`src/rtl/ccs_pkg.sv`:
```
package ccs_pkg;

    typedef struct packed {
        logic preload;
        logic trig_commute;
        logic dma_on_update;
    } ccs_cfg_t;

    typedef struct packed {
        logic strobe;
        logic trig_rise;
        logic xfer;
    } ccs_evt_t;

    function automatic logic rise_of(input logic cur, input logic prev);
        return cur & ~prev;
    endfunction

    function automatic int unsigned idx_width(input int unsigned n);
        return (n > 1) ? $clog2(n) : 1;
    endfunction

endpackage

```
`src/rtl/ccs_commute_evt.sv`:
```
module ccs_commute_evt
    import ccs_pkg::*;
(
    input  logic     clk,
    input  logic     rst,
    input  ccs_cfg_t cfg,
    input  logic     com_strobe,
    input  logic     trig_in,
    output ccs_evt_t evt
);
    logic trig_q;

    always_ff @(posedge clk) begin
        if (rst) trig_q <= 1'b0;
        else     trig_q <= trig_in;
    end

    always_comb begin
        evt.strobe    = com_strobe;
        evt.trig_rise = rise_of(trig_in, trig_q);
        evt.xfer      = com_strobe | (cfg.trig_commute & evt.trig_rise);
    end

    AST_HELD_LEVEL_NO_XFER: assert property (@(posedge clk) disable iff (rst)
        (cfg.trig_commute && trig_in && $past(trig_in) && !$past(rst) && !com_strobe)
        |-> !evt.xfer) else $error("held trigger level commutated");

    AST_EDGE_OFF_NO_XFER: assert property (@(posedge clk) disable iff (rst)
        (!cfg.trig_commute && !com_strobe && trig_in && !$past(trig_in))
        |-> !evt.xfer) else $error("trigger edge commutated while disabled");

endmodule

```
`src/rtl/ccs_ctl_slot.sv`:
```
module ccs_ctl_slot #(
    parameter int unsigned MODE_W = 3
) (
    input  logic              clk,
    input  logic              rst,
    input  logic              preload,
    input  logic              xfer,
    input  logic              wr_hit,
    input  logic              wr_oe,
    input  logic              wr_oen,
    input  logic [MODE_W-1:0] wr_mode,
    output logic              act_oe,
    output logic              act_oen,
    output logic [MODE_W-1:0] act_mode
);
    localparam int unsigned SLOT_W = MODE_W + 2;

    logic [SLOT_W-1:0] stage_q;
    logic [SLOT_W-1:0] stage_nxt;
    logic [SLOT_W-1:0] live_q;
    logic [SLOT_W-1:0] wr_word;

    assign wr_word   = {wr_oe, wr_oen, wr_mode};
    assign stage_nxt = wr_hit ? wr_word : stage_q;

    always_ff @(posedge clk) begin
        if (rst) begin
            stage_q <= '0;
            live_q  <= '0;
        end else begin
            stage_q <= stage_nxt;
            if (!preload) begin
                if (wr_hit) live_q <= wr_word;
            end else if (xfer) begin
                live_q <= stage_nxt;
            end
        end
    end

    assign {act_oe, act_oen, act_mode} = live_q;

    AST_DIRECT_WRITE: assert property (@(posedge clk) disable iff (rst)
        (!preload && wr_hit) |=> ({act_oe, act_oen, act_mode} ==
            $past({wr_oe, wr_oen, wr_mode}))) else $error("direct write lost");

    AST_STAGED_HOLD: assert property (@(posedge clk) disable iff (rst)
        (preload && !xfer) |=> $stable({act_oe, act_oen, act_mode}))
        else $error("staged write leaked");

    AST_DIRECT_STROBE_QUIET: assert property (@(posedge clk) disable iff (rst)
        (!preload && !wr_hit) |=> $stable({act_oe, act_oen, act_mode}))
        else $error("direct mode changed without write");

endmodule

```
`src/rtl/ccs_dma_route.sv`:
```
module ccs_dma_route #(
    parameter int unsigned NUM_CH = 4
) (
    input  logic              clk,
    input  logic              rst,
    input  logic              on_update,
    input  logic [NUM_CH-1:0] chan_evt,
    input  logic              upd_evt,
    output logic [NUM_CH-1:0] dma_req
);
    always_ff @(posedge clk) begin
        if (rst)            dma_req <= '0;
        else if (on_update) dma_req <= {NUM_CH{upd_evt}};
        else                dma_req <= chan_evt;
    end

    AST_DMA_CHAN: assert property (@(posedge clk) disable iff (rst)
        !on_update |=> (dma_req == $past(chan_evt)))
        else $error("channel DMA route wrong");

    AST_DMA_UPD: assert property (@(posedge clk) disable iff (rst)
        on_update |=> (dma_req == {NUM_CH{$past(upd_evt)}}))
        else $error("update DMA route wrong");

endmodule

```
`src/rtl/cmp_ctl_shadow.sv`:
```
module cmp_ctl_shadow
    import ccs_pkg::*;
#(
    parameter int unsigned NUM_CH = 4,
    parameter int unsigned MODE_W = 3,
    parameter int unsigned CH_W   = idx_width(NUM_CH)
) (
    input  logic                     clk,
    input  logic                     rst,
    input  logic                     cfg_preload,
    input  logic                     cfg_trig_commute,
    input  logic                     cfg_dma_on_update,
    input  logic                     wr_en,
    input  logic [CH_W-1:0]          wr_chan,
    input  logic                     wr_oe,
    input  logic                     wr_oen,
    input  logic [MODE_W-1:0]        wr_mode,
    input  logic                     com_strobe,
    input  logic                     trig_in,
    input  logic [NUM_CH-1:0]        chan_evt,
    input  logic                     upd_evt,
    output logic [NUM_CH-1:0]        act_oe,
    output logic [NUM_CH-1:0]        act_oen,
    output logic [NUM_CH*MODE_W-1:0] act_mode,
    output logic [NUM_CH-1:0]        dma_req
);
    ccs_cfg_t cfg;
    ccs_evt_t evt;
    logic [NUM_CH-1:0] wr_hit;

    assign cfg = '{preload: cfg_preload, trig_commute: cfg_trig_commute,
                   dma_on_update: cfg_dma_on_update};

    ccs_commute_evt u_evt (
        .clk        (clk),
        .rst        (rst),
        .cfg        (cfg),
        .com_strobe (com_strobe),
        .trig_in    (trig_in),
        .evt        (evt)
    );

    for (genvar c = 0; c < NUM_CH; c++) begin : g_slot
        assign wr_hit[c] = wr_en && (wr_chan == CH_W'(c));

        ccs_ctl_slot #(.MODE_W(MODE_W)) u_slot (
            .clk      (clk),
            .rst      (rst),
            .preload  (cfg.preload),
            .xfer     (evt.xfer),
            .wr_hit   (wr_hit[c]),
            .wr_oe    (wr_oe),
            .wr_oen   (wr_oen),
            .wr_mode  (wr_mode),
            .act_oe   (act_oe[c]),
            .act_oen  (act_oen[c]),
            .act_mode (act_mode[c*MODE_W +: MODE_W])
        );
    end

    ccs_dma_route #(.NUM_CH(NUM_CH)) u_dma (
        .clk       (clk),
        .rst       (rst),
        .on_update (cfg.dma_on_update),
        .chan_evt  (chan_evt),
        .upd_evt   (upd_evt),
        .dma_req   (dma_req)
    );

    AST_ONE_WRITE_TARGET: assert property (@(posedge clk) disable iff (rst)
        $onehot0(wr_hit)) else $error("write decoded to several channels");

endmodule

```
`config.mk`:
```
export PLATFORM = sky130hd
export DESIGN_NAME = cmp_ctl_shadow
export DESIGN_NICKNAME = d
export VERILOG_FILES = /design/src/rtl/ccs_pkg.sv /design/src/rtl/ccs_commute_evt.sv /design/src/rtl/ccs_ctl_slot.sv /design/src/rtl/ccs_dma_route.sv /design/src/rtl/cmp_ctl_shadow.sv
export SDC_FILE = /design/constraint.sdc
export NUM_CORES = 1
export LEC_CHECK = 0
export BUFFER_PORTS_ARGS = -buffer_cell sky130_fd_sc_hd__buf_4
export CORE_UTILIZATION = 49
export DETAILED_ROUTE_END_ITERATION = 12
export HOLD_SLACK_MARGIN = 0.03
export PLACE_DENSITY = 0.75
export RECOVER_POWER = 50
export REMOVE_ABC_BUFFERS = 1
export SETUP_SLACK_MARGIN = 0.3
export SYNTH_ARGS = -nofsm -noshare
export SYNTH_HDL_FRONTEND = slang
export SYNTH_SLANG_ARGS = --single-unit
```
`constraint.sdc`:
```
create_clock -name clk -period 1.17 [get_ports clk]
set_input_delay 0.0585 -clock clk [delete_from_list [all_inputs] [get_ports clk]]
set_output_delay 0.0585 -clock clk [all_outputs]
set_load 0.05 [all_outputs]
```
# Word-level counts from Yosys, hierarchy flattened
# Cells that the tools add are included.
[word_totals]
regBits = 45
latchBits = 0
ram_bits = 0
romBits = 0
out_inout_bits = 24
word_cells = 48
memories = 0
[classes]
addsub = 0
multipliers = 0
n_div = 0
order_cmp = 0
eq_ne = 4
shifts = 0
n_mux = 17
n_bitwise = 4
n_reduce_logical = 13
[op_table]
columns = ["op", "n"]
rows = [
  ["2-to-1 mux 5 bit", 16],
  ["AND reduction 2 bit", 4],
  ["nonzero test 2 bit", 4],
  ["== test 2 bit (second input constant)", 2],
  ["logical AND 1 bit", 4],
  ["2-to-1 mux 4 bit", 1],
  ["AND 1 bit", 2],
  ["== test 2 x 1 -> 1 bit (second input constant)", 1],
  ["zero test 2 bit", 1],
  ["inequality test 2 x 1 -> 1 bit (second input constant)", 1],
  ["NOT 1 bit", 1],
  ["OR 1 bit", 1],
]

# Longest topological paths before layout
# Gate-level depths: netlist of the first run.
[logic_depth]
ltp_word = 6
ltp_mapped = 6

# Cells and area by module
# Synthesis of the first run repeated with hierarchy kept, for this count alone.
[unflattened]
hier_cells = 178
hier_area_um2 = 1913.1
[modules_own_cells]
columns = ["module", "n_inst", "cells_per_inst", "area_each_um2", "seq_area_each_um2"]
rows = [
  ["ccs_ctl_slot", 4, 39, 422.9, 200.2],
  ["ccs_dma_route", 1, 13, 128.9, 80.1],
  ["ccs_commute_evt", 1, 5, 55.1, 20.0],
  ["cmp_ctl_shadow", 1, 4, 37.5, 0.0],
]

# Least setup slack after synthesis of the first run
# Ideal clock, no wire load.
[synth_path]
path_kind = "register to register"
startpoint = "register u_evt.trig_q"
endpoint = "register g_slot[3].u_slot.live_q[4]"
setup_ns = 0.133
arrival_time_ns = 1.076
t_required_ns = 1.037
slack_ns = -0.039
path_stages_with_launch = 6
path_buffers = 2
period_less_slack_ns = 1.209
path_cell_list = "dfxtp_1 > and4b_4 > buf_6 > buf_2 > o41ai_2 > a41oi_2"
[synth_via]
elab_chain_len = 6
[synth_lines]
columns = ["element", "line", "rtl"]
rows = [
  ["start: declaration", "ccs_commute_evt.sv:11", "logic trig_q;"],
  ["start signal: assignment", "ccs_commute_evt.sv:15", "else trig_q <= trig_in;"],
  ["NOT 1 bit", "ccs_pkg.sv:16", "return cur & ~prev;"],
  ["AND 1 bit", "ccs_pkg.sv:16", ""],
  ["AND 1 bit", "ccs_commute_evt.sv:21", "evt.xfer = com_strobe | (cfg.trig_commute & evt.trig_rise);"],
  ["OR 1 bit", "ccs_commute_evt.sv:21", ""],
  ["inequality test 2 x 1 -> 1 bit (no line)", "--", ""],
  ["AND reduction 2 bit (no line)", "--", ""],
  ["end signal: assignment", "ccs_ctl_slot.sv:33", "if (wr_hit) live_q <= wr_word;"],
  ["end signal: assignment", "ccs_ctl_slot.sv:35", "live_q <= stage_nxt;"],
  ["end: declaration", "ccs_ctl_slot.sv:20", "logic [SLOT_W-1:0] live_q;"],
]
# No other way between the ends.
# A chain may end at the register's enable or synchronous reset.

# Final worst setup path of the first run
[layout_path]
startpoint = "register u_evt.trig_q"
endpoint = "register g_slot[3].u_slot.live_q[2]"
# Same word-level chain as after synthesis.

==> flow_summary.toml, run 1 <==
[finish]
fillers = 323
final_layout_size_suffix_gt1_frac = 0.390
insertedDiodeCount = 0
syn_to_final_growth_pct = 35.0
final_nets = 309
postLayoutCoreUtil = 0.708

[min_path]
hold_class = "input pin to register"
min_to = "u_dma.dma_req[1]"
hold-path-cell-count = 3
hp-start = "cfg_dma_on_update"

[critical_path]
r2r_start = "u_evt.trig_q"
crit_type = "register to register"
reg2regPathDepth = 3
crit_path_top_delay_cell = "or3_4"
crit_chain = "and4b_4 -> or3_4 -> a31oi_1"
cp-end-kind = "register"
critPathRequiredTime_ps = 1400
cp.depth = 3
cp_top_family = "simple AND/OR/NAND/NOR gates"
cp_num_buf_inv = 0
reg2reg_to = "g_slot[3].u_slot.live_q[2]"
crit_path_max_incr_delay_ps = 420
critPathLaunchType = "register"
timing.critical_path.fanout_max = 7
r2r_setup_slack_ps = -40
arrival_ps = 1440

[grt]
grt_pass1_wl_mm = 8.48
grt_max_degree = 21
track_usage = 0.252
overflow = 0
antenna_found_initial = 0
first_global_vias = 1822

[sta]
tightest_slew_ps = 592
maxSlewHeadroom = 0.604
hold_viol = 0
worst_slack_ps = -43.8
fin_crit_ps = 1210
finalSetupViolCount = 17
final_max_slew_viol_count = 0
period_share = 1.04
fin_skew_ps = 5.65
rsz0062_at_grt = "true"
fmax_mhz = 824

[status]
violations = "negative setup slack"
run_status = "finished, violations left"

[detailed_routing]
drc = 0
ant_nets = 0
wl_mm = 5.47
drt_iter0_markers = 101
viasPerCell = 5.97
wl_per_cell_um = 16.1
vias = 2030
drtPass1Iterations = 4

[synth]
synth_xor_xnor_area_share = 0
synth_seq_cells = 45
synth_most_common_cell = "dfxtp_1"
ys_types = 36
avgSynthCellArea_um2 = 8.91
synth_top_area_frac = 0.418
synth_ff_type = "dfxtp_1"
yosys_warnings = 0
ys_seq_area_frac = 0.418
yosysTopAreaCell = "dfxtp_1"
synth_top_family_by_area = "simple AND/OR/NAND/NOR gates"
yosys.area_share.simple = 0.259
synth_edf_count = 0
ys_top_cells_by_area = "dfxtp_1, a21oi_1, o41ai_1"
synthesis.area_um2 = 2160
synth_compound_area_frac = 0.230
synth_fa_ha_area_frac = 0
synthMuxAreaShare = 0.00464
syn_inst = 242
synthArstFlopShare = 0
synth_commonest_cells = "dfxtp_1, a21oi_1, nand2_1"

[die]
num_io_pins = 44
die_y_um = 68.4
initial_core_util = 0.524
rows = 23
die_x_um = 68.4
die_area_um2 = 4670
core_um2 = 4120

[flow_run]
max_cap_violations = 0

[pwr]
p_leak_uw = 0.00113
ir_drop_mv = 0.753
pwr_density_cell_nw_per_um2 = 1230
p_total_uw = 3600

[clock_tree]
clk_latency_ps = 300
clock_sinks = 45
clockBufferDepth = 2
cts_root_buf = "clkbuf_8"
cts_tree = "yes"
path_clk_slew_ps = 80
htreeDepth = 2
cts_buffers = 5

[placed_design]
gp_congestion = 0.805
portBuffers = 43
dpl.hpwl_mm = 3.46
stage by stage:
| step | std cells | hold slack [ps] | worst slack (ps) | instance area [µm²] | TNS (ps) |
|---|---|---|---|---|---|
| 3_5_place_dp | 324 | 304 | -58.8 | 2500 | -718 |
| 6_report | 340 | 30.5 | -43.8 | 2910 | -378 |
| 5_1_grt | 340 | 34.5 | -90.8 | 2910 | -1330 |
| 3_3_place_gp | 324 | 302 | -51.0 | 2500 | -563 |
| 4_1_cts | 340 | 32.9 | -19.4 | 2850 | -176 |
| 2_1_floorplan | 212 | 128 | 34.6 | 1970 | 0 |
final cells by class:
| cell class | count | area, µm² | share of cell area |
|---|---|---|---|
| multi-input cells | 168 | 1160 | 0.399 |
| flip-flops and latches | 45 | 933 | 0.321 |
| repair buffers | 68 | 667 | 0.229 |
| clock buffers | 6 | 72.6 | 0.0249 |
| well taps | 50 | 62.6 | 0.0215 |
| clock inverters | 2 | 10.0 | 0.00344 |
| inverters | 1 | 3.75 | 0.00129 |
worst register-to-register path, delay by kind of cell (launching register included):
family / cells / cell delay (ps)
simple gates: 2 / 660
flops: 1 / 340
compound gates: 1 / 150
report_power, final:
| part | internal, µW | switching, µW | total, µW |
|---|---|---|---|
| Clock | 414 | 508 | 922 |
| Sequential | 1640 | 74.9 | 1720 |
| Combinational | 417 | 541 | 958 |
worst max-delay path by stage:
stage | from | to | slack [ps]
2_1_floorplan | u_evt.trig_q | g_slot[3].u_slot.live_q[4] | 30
3_3_place_gp | u_evt.trig_q | g_slot[3].u_slot.live_q[4] | -50
3_5_place_dp | u_evt.trig_q | g_slot[3].u_slot.live_q[4] | -60
4_1_cts | u_evt.trig_q | g_slot[2].u_slot.live_q[3] | -20
5_1_grt | u_evt.trig_q | g_slot[3].u_slot.live_q[1] | -90
6_report | u_evt.trig_q | g_slot[3].u_slot.live_q[2] | -40
repair_timing:
item,CTS,global route
hold endpoints to repair,5,0
setup endpoints to repair,44,44
resized for setup,56,27
setup buffers,1,0
hold buffers,5,0
pin swaps,1,0
cloned,2,0
placed cells by master (no fill, tap or decap), types with 2 or more instances in the layout:
cell	netlist	final
dfxtp_1	45	21
or3_4	4	4
buf_4	10	29
clkbuf_8	0	5
a31oi_1	15	14
and4b_4	1	3
a21oi_2	0	3
dlygate4sd3_1	0	5
clkinv_2	0	2
a21oi_1	34	31
dfxtp_2	0	23
nand3b_1	2	2
nand2b_1	5	5
and4b_1	10	10
o41ai_1	18	14
nor2b_1	6	6
clkbuf_4	0	4
buf_6	3	4
a211oi_1	3	2
clkbuf_1	4	6
nand2_1	19	19
a211oi_2	1	2
buf_8	0	20
nand3_1	16	16
nor2_1	18	18
o41ai_2	1	5
flip-flops by register name, indices dropped and copies added (netlist names):
name and flops:
g_slot.u_slot.live_q 20, g_slot.u_slot.stage_q 20, u_dma.dma_req 4, u_evt.trig_q 1
cells by family after synthesis:
kind of cell | after synthesis
compound gates | 74
flops | 45
mux | 1
simple gates | 91
buf+inv | 31
metal layers:
metal / GRT usage / part of all wire / vias up
li1: - / - / 995
met1: 0.298 / 0.43 / 966
met2: 0.431 / 0.50 / 65
met3: 0.0733 / 0.063 / 4
met4: 0.0833 / 0.0049 / 0
met5: 0 / 0 / -
(Power assumes the default switching activity.)
==> run 2: changes to the inputs <==
- REMOVE_ABC_BUFFERS: 1 -> default
==> run 2 against run 1 <==
The flow still finishes with violations (negative setup slack). Critical endpoint is now g_slot[3].u_slot.live_q[1]. Clock skew up 1.7 ps. Critical path depth increased by 1. Hold slack gained 5.1 ps. Register-to-register slack worse by 100 ps. Cell area rose by 12%.
==> flow_summary.toml, run 2 (synthesis gave the netlist of run 1 again) <==
[flow_run]
max_cap_violations = 0

[pwr]
p_leak_uw = 0.00128
pwr_density_cell_nw_per_um2 = 1190
ir_drop_mv = 0.788
p_total_uw = 3880

[die]
rows = 23
die_y_um = 68.4
die_x_um = 68.4
initial_core_util = 0.524
core_um2 = 4120
num_io_pins = 44
die_area_um2 = 4670

[clock_tree]
htreeDepth = 2
clock_sinks = 45
clk_latency_ps = 310
post_cts_buffers = 0
cts_tree = "yes"
cts_buffers = 5
cts_root_buf = "clkbuf_8"
clockBufferDepth = 2
path_clk_slew_ps = 90

[detailed_routing]
drtPass1Iterations = 4
ant_nets = 0
viasPerCell = 6.20
vias = 2170
wl_mm = 7.06
drt_iter0_markers = 241
wl_per_cell_um = 20.2
drc = 0

[critical_path]
cp-end-kind = "register"
r2r_setup_slack_ps = -150
cp-startpoint = "u_evt.trig_q"
critical_path.endpoint = "g_slot[3].u_slot.live_q[1]"
crit_path_top_delay_cell = "o41ai_4"
crit_type = "register to register"
crit_path_max_incr_delay_ps = 370
reg2regPathDepth = 4
arrival_ps = 1510
r2r_start = "u_evt.trig_q"
reg2reg_to = "g_slot[3].u_slot.live_q[1]"
crit_chain = "and4b_4 -> buf_4 -> o41ai_4 -> a31oi_1"
critPathRequiredTime_ps = 1370
critPathLaunchType = "register"
timing.critical_path.fanout_max = 5

[min_path]
hold_class = "input pin to register"

[sta]
tightest_slew_ps = 492
period_share = 1.13
finalSetupViolCount = 20
maxSlewHeadroom = 0.670
worst_slack_ps = -148
fin_skew_ps = 7.33
rsz0062_at_grt = "true"
final_max_slew_viol_count = 0
hold_viol = 0
fin_crit_ps = 1320
fmax_mhz = 759

[finish]
final_layout_size_suffix_gt1_frac = 0.457
syn_to_final_growth_pct = 51.3
insertedDiodeCount = 0
reg_top3 = "g_slot.u_slot.live_q: 20 flops, g_slot.u_slot.stage_q: 20 flops, u_dma.dma_req: 4 flops"
final_cell_mix = "buf_4, a21oi_1, buf_8"
final_common_cell = "buf_4"
design_area_um2 = 3260
final_nets = 319
fillers = 258

[placed_design]
gp_congestion = 0.849
dpl.hpwl_mm = 4.24
portBuffers = 43
place_area_um2 = 2740

[grt]
grt_max_degree = 22
antenna_found_initial = 0
overflow = 0
grt_pass1_wl_mm = 9.98
first_global_vias = 1990
track_usage = 0.299

[status]
run_status = "finished, violations left"
violations = "negative setup slack"

[synth]
synth_fp_nets = 262
run 2: where the power goes:
group / internal [µW] / total (µW) / switching, µW
Clock: 420 / 1030 / 607
Sequential: 1640 / 1740 / 97.0
Combinational: 491 / 1110 / 620
Total: 2550 / 3880 / 1320
run 2: per-stage QoR:
stage	setup TNS, ps	setup WS, ps	hold WS (ps)	util	cells
after global routing	-1570	-182	29.3	0.793	350
after global placement	0	0.409	276	0.666	332
after detailed placement	-111	-34.1	279	0.666	332
after floorplan	0	9.53	187	-	242
after CTS	-172	-35.1	30.6	0.763	350
final	-1080	-148	35.6	0.793	350
run 2: critical path: cells and delay by family (launching register included):
| kind | cells | cell delay (ps) |
|---|---|---|
| compound gates | 2 | 440 |
| flops | 1 | 350 |
| simple gates | 1 | 230 |
| buf+inv | 1 | 180 |
run 2: how the worst min path moves through the flow:
stage / startpoint / cells after the start / slack (ps) / endpoint
after CTS: wr_mode[2] / 3 / 30 / g_slot[3].u_slot.stage_q[2]
after detailed placement: rst / 2 / 280 / u_dma.dma_req[2]
after floorplan: trig_in / 1 / 190 / u_evt.trig_q
final: wr_mode[2] / 3 / 40 / g_slot[3].u_slot.stage_q[2]
after global placement: rst / 2 / 280 / u_dma.dma_req[1]
after global routing: wr_mode[0] / 3 / 30 / g_slot[0].u_slot.stage_q[0]
run 2: metal layers:
layer / vias to the layer above / track usage / share of wire
met5: - / 0 / 0
met1: 1046 / 0.379 / 0.42
met3: 11 / 0.0800 / 0.070
met4: 0 / 0.109 / 0.020
li1: 1018 / - / -
met2: 95 / 0.480 / 0.49
run 2: repair_timing:
action,CTS,global route
endpoints found under the setup margin,44,44
gates cloned,1,0
resized for setup,67,24
endpoints found under the hold margin,7,0
pin swaps,9,5
hold buffers,9,0
run 2: layout make-up:
cell class | instances | area, µm² | area share
Inverter | 1 | 3.75 | 0.00115
Multi-Input combinational cell | 167 | 1370 | 0.418
Clock inverter | 3 | 22.5 | 0.00690
Timing Repair Buffer | 79 | 802 | 0.246
Tap cell | 50 | 62.6 | 0.0192
Sequential cell | 45 | 940 | 0.288
Clock buffer | 5 | 68.8 | 0.0211
==> run 3: changes to the inputs <==
- CORE_UTILIZATION: 49 -> 47
- PLACE_DENSITY: 0.75 -> 0.74
- SYNTH_HIERARCHICAL: default -> 1
==> run 3 against run 2 <==
The flow still finishes with violations (negative setup slack). Clock skew down 2.6 ps. Critical endpoint is now g_slot[2].u_slot/live_q[0]. Die area down 7.7%. Total power down 14%. Synthesized area down 12%. Non-clock buffer count down 14. Final cell count down 17%. Critical path type unchanged. Via count down 24%. Sequential power down 5%.
==> flow_summary.toml, run 3 <==
[critical_path]
timing.critical_path.fanout_max = 8
cp-end-kind = "register"
reg2regPathDepth = 5
crit_type = "register to register"
critical_path.endpoint = "g_slot[2].u_slot/live_q[0]"
critPathLaunchType = "register"
r2r_setup_slack_ps = -180
critPathRequiredTime_ps = 1400
cp-startpoint = "u_evt/trig_q"
arrival_ps = 1580
r2r_start = "u_evt/trig_q"
reg2reg_to = "g_slot[2].u_slot/live_q[0]"

[placed_design]
portBuffers = 43
place_area_um2 = 2410
gp_congestion = 0.814
dpl.hpwl_mm = 3.32

[synth]
synthesis.area_um2 = 1910
syn_inst = 177
synth_fp_nets = 197
yosys_warnings = 6
avgSynthCellArea_um2 = 10.8

[sta]
finalSetupViolCount = 20
rsz0062_at_grt = "true"
worst_slack_ps = -185
final_max_slew_viol_count = 0
fmax_mhz = 738
hold_slack_ps = 37.9
fin_crit_ps = 1350
fin_skew_ps = 4.75
tightest_slew_ps = 370
hold_viol = 0
maxSlewHeadroom = 0.753
period_share = 1.16
finalSetupTns_ps = -3030

[die]
initial_core_util = 0.505
die_x_um = 65.7
core_um2 = 3770
rows = 22
num_io_pins = 44
die_area_um2 = 4310
die_y_um = 65.7

[finish]
postLayoutCoreUtil = 0.738
final_cell_mix = "buf_4, dfxtp_1, mux2i_1, nor2_1, dfxtp_2"
final_nets = 262
fillers = 273
reg_top3 = "g_slot.u_slot/live_q: 20 flops, g_slot.u_slot/stage_q: 20 flops, u_dma/dma_req: 4 flops"
syn_to_final_growth_pct = 46.0
final_common_cell = "buf_4"
insertedDiodeCount = 0
design_area_um2 = 2780
final_layout_size_suffix_gt1_frac = 0.471

[detailed_routing]
drt_iter0_markers = 84
drtPass1Iterations = 4
viasPerCell = 5.68
drc = 0
ant_nets = 0
wl_mm = 4.94
wl_per_cell_um = 17.0
vias = 1648

[pwr]
p_clk_frac = 0.280
switching_share = 0.279
seqPwrFrac = 0.497
power.share.combinational = 0.223
p_leak_uw = 0.00120
pwr_density_cell_nw_per_um2 = 1200
p_int_uw = 2410
switchingPower_uw = 931
ir_drop_mv = 0.754

[status]
run_status = "finished, violations left"
violations = "negative setup slack"

[flow_run]
max_cap_violations = 0

[clock_tree]
clock_sinks = 45
clockBufferDepth = 2
cts_tree = "yes"
htreeDepth = 2
path_clk_slew_ps = 80
clk_latency_ps = 290
cts_buffers = 5
cts_root_buf = "clkbuf_8"

[grt]
track_usage = 0.238
first_global_vias = 1704
antenna_found_initial = 0
grt_max_degree = 22
grt_pass1_wl_mm = 7.66
overflow = 0

[min_path]
hold_class = "input pin to register"
-- run 3: metal layers --
metal	track usage	up-vias	share of wire
li1	-	791	-
met1	0.266	801	0.41
met2	0.438	47	0.54
met3	0.0417	9	0.038
met4	0.0951	0	0.015
met5	0	-	0
-- run 3: cell type report --
type | instances | area (µm²) | share of cell area
Clock buffer | 7 | 86.3 | 0.0310
Sequential cell | 45 | 930 | 0.334
Multi-Input combinational cell | 117 | 1090 | 0.390
Inverter | 8 | 30.0 | 0.0108
Tap cell | 48 | 60.1 | 0.0216
Timing Repair Buffer | 65 | 589 | 0.212
-- run 3: worst min-delay path by stage --
stage	start	to	slack, ps	depth (start not counted)
final	chan_evt[0]	u_dma/dma_req[0]	40	3
after global routing	chan_evt[0]	u_dma/dma_req[0]	50	3
after CTS	chan_evt[0]	u_dma/dma_req[0]	30	3
after detailed placement	trig_in	u_evt/trig_q	290	2
after global placement	trig_in	u_evt/trig_q	300	2
after floorplan	rst	u_evt/trig_q	120	1
-- run 3: timing repair --
action                     4_1_cts  5_1_grt
hold endpoints to repair         3        0
gates resized for setup         50       26
setup endpoints to repair       41       43
hold buffers                     3        0
cloned                           1        0
pin swaps                        1        0
buffers inserted                 0        5
-- run 3: power by group through the flow --
stage	sequential [µW]	combinational, µW	clock, µW
2_1_floorplan	1830	261	0
3_3_place_gp	1680	621	0
3_5_place_dp	1680	643	0
4_1_cts	1660	702	954
5_1_grt	1670	782	1010
6_report	1660	745	934
-- run 3: stage by stage --
stage	instances	power, µW	setup slack, ps
after global routing	290	3470	-235
after floorplan	177	2090	-69.7
after CTS	285	3310	-153
after global placement	274	2300	-123
after detailed placement	274	2320	-205
final	290	3340	-185
-- run 3: worst max-delay path, stage by stage, from the launching register on --
cell	delay [ps]
dfxtp_2	340
nor2b_4	40
a21o_4	250
mux2_4	320
nor3b_4	200
a221o_1	140
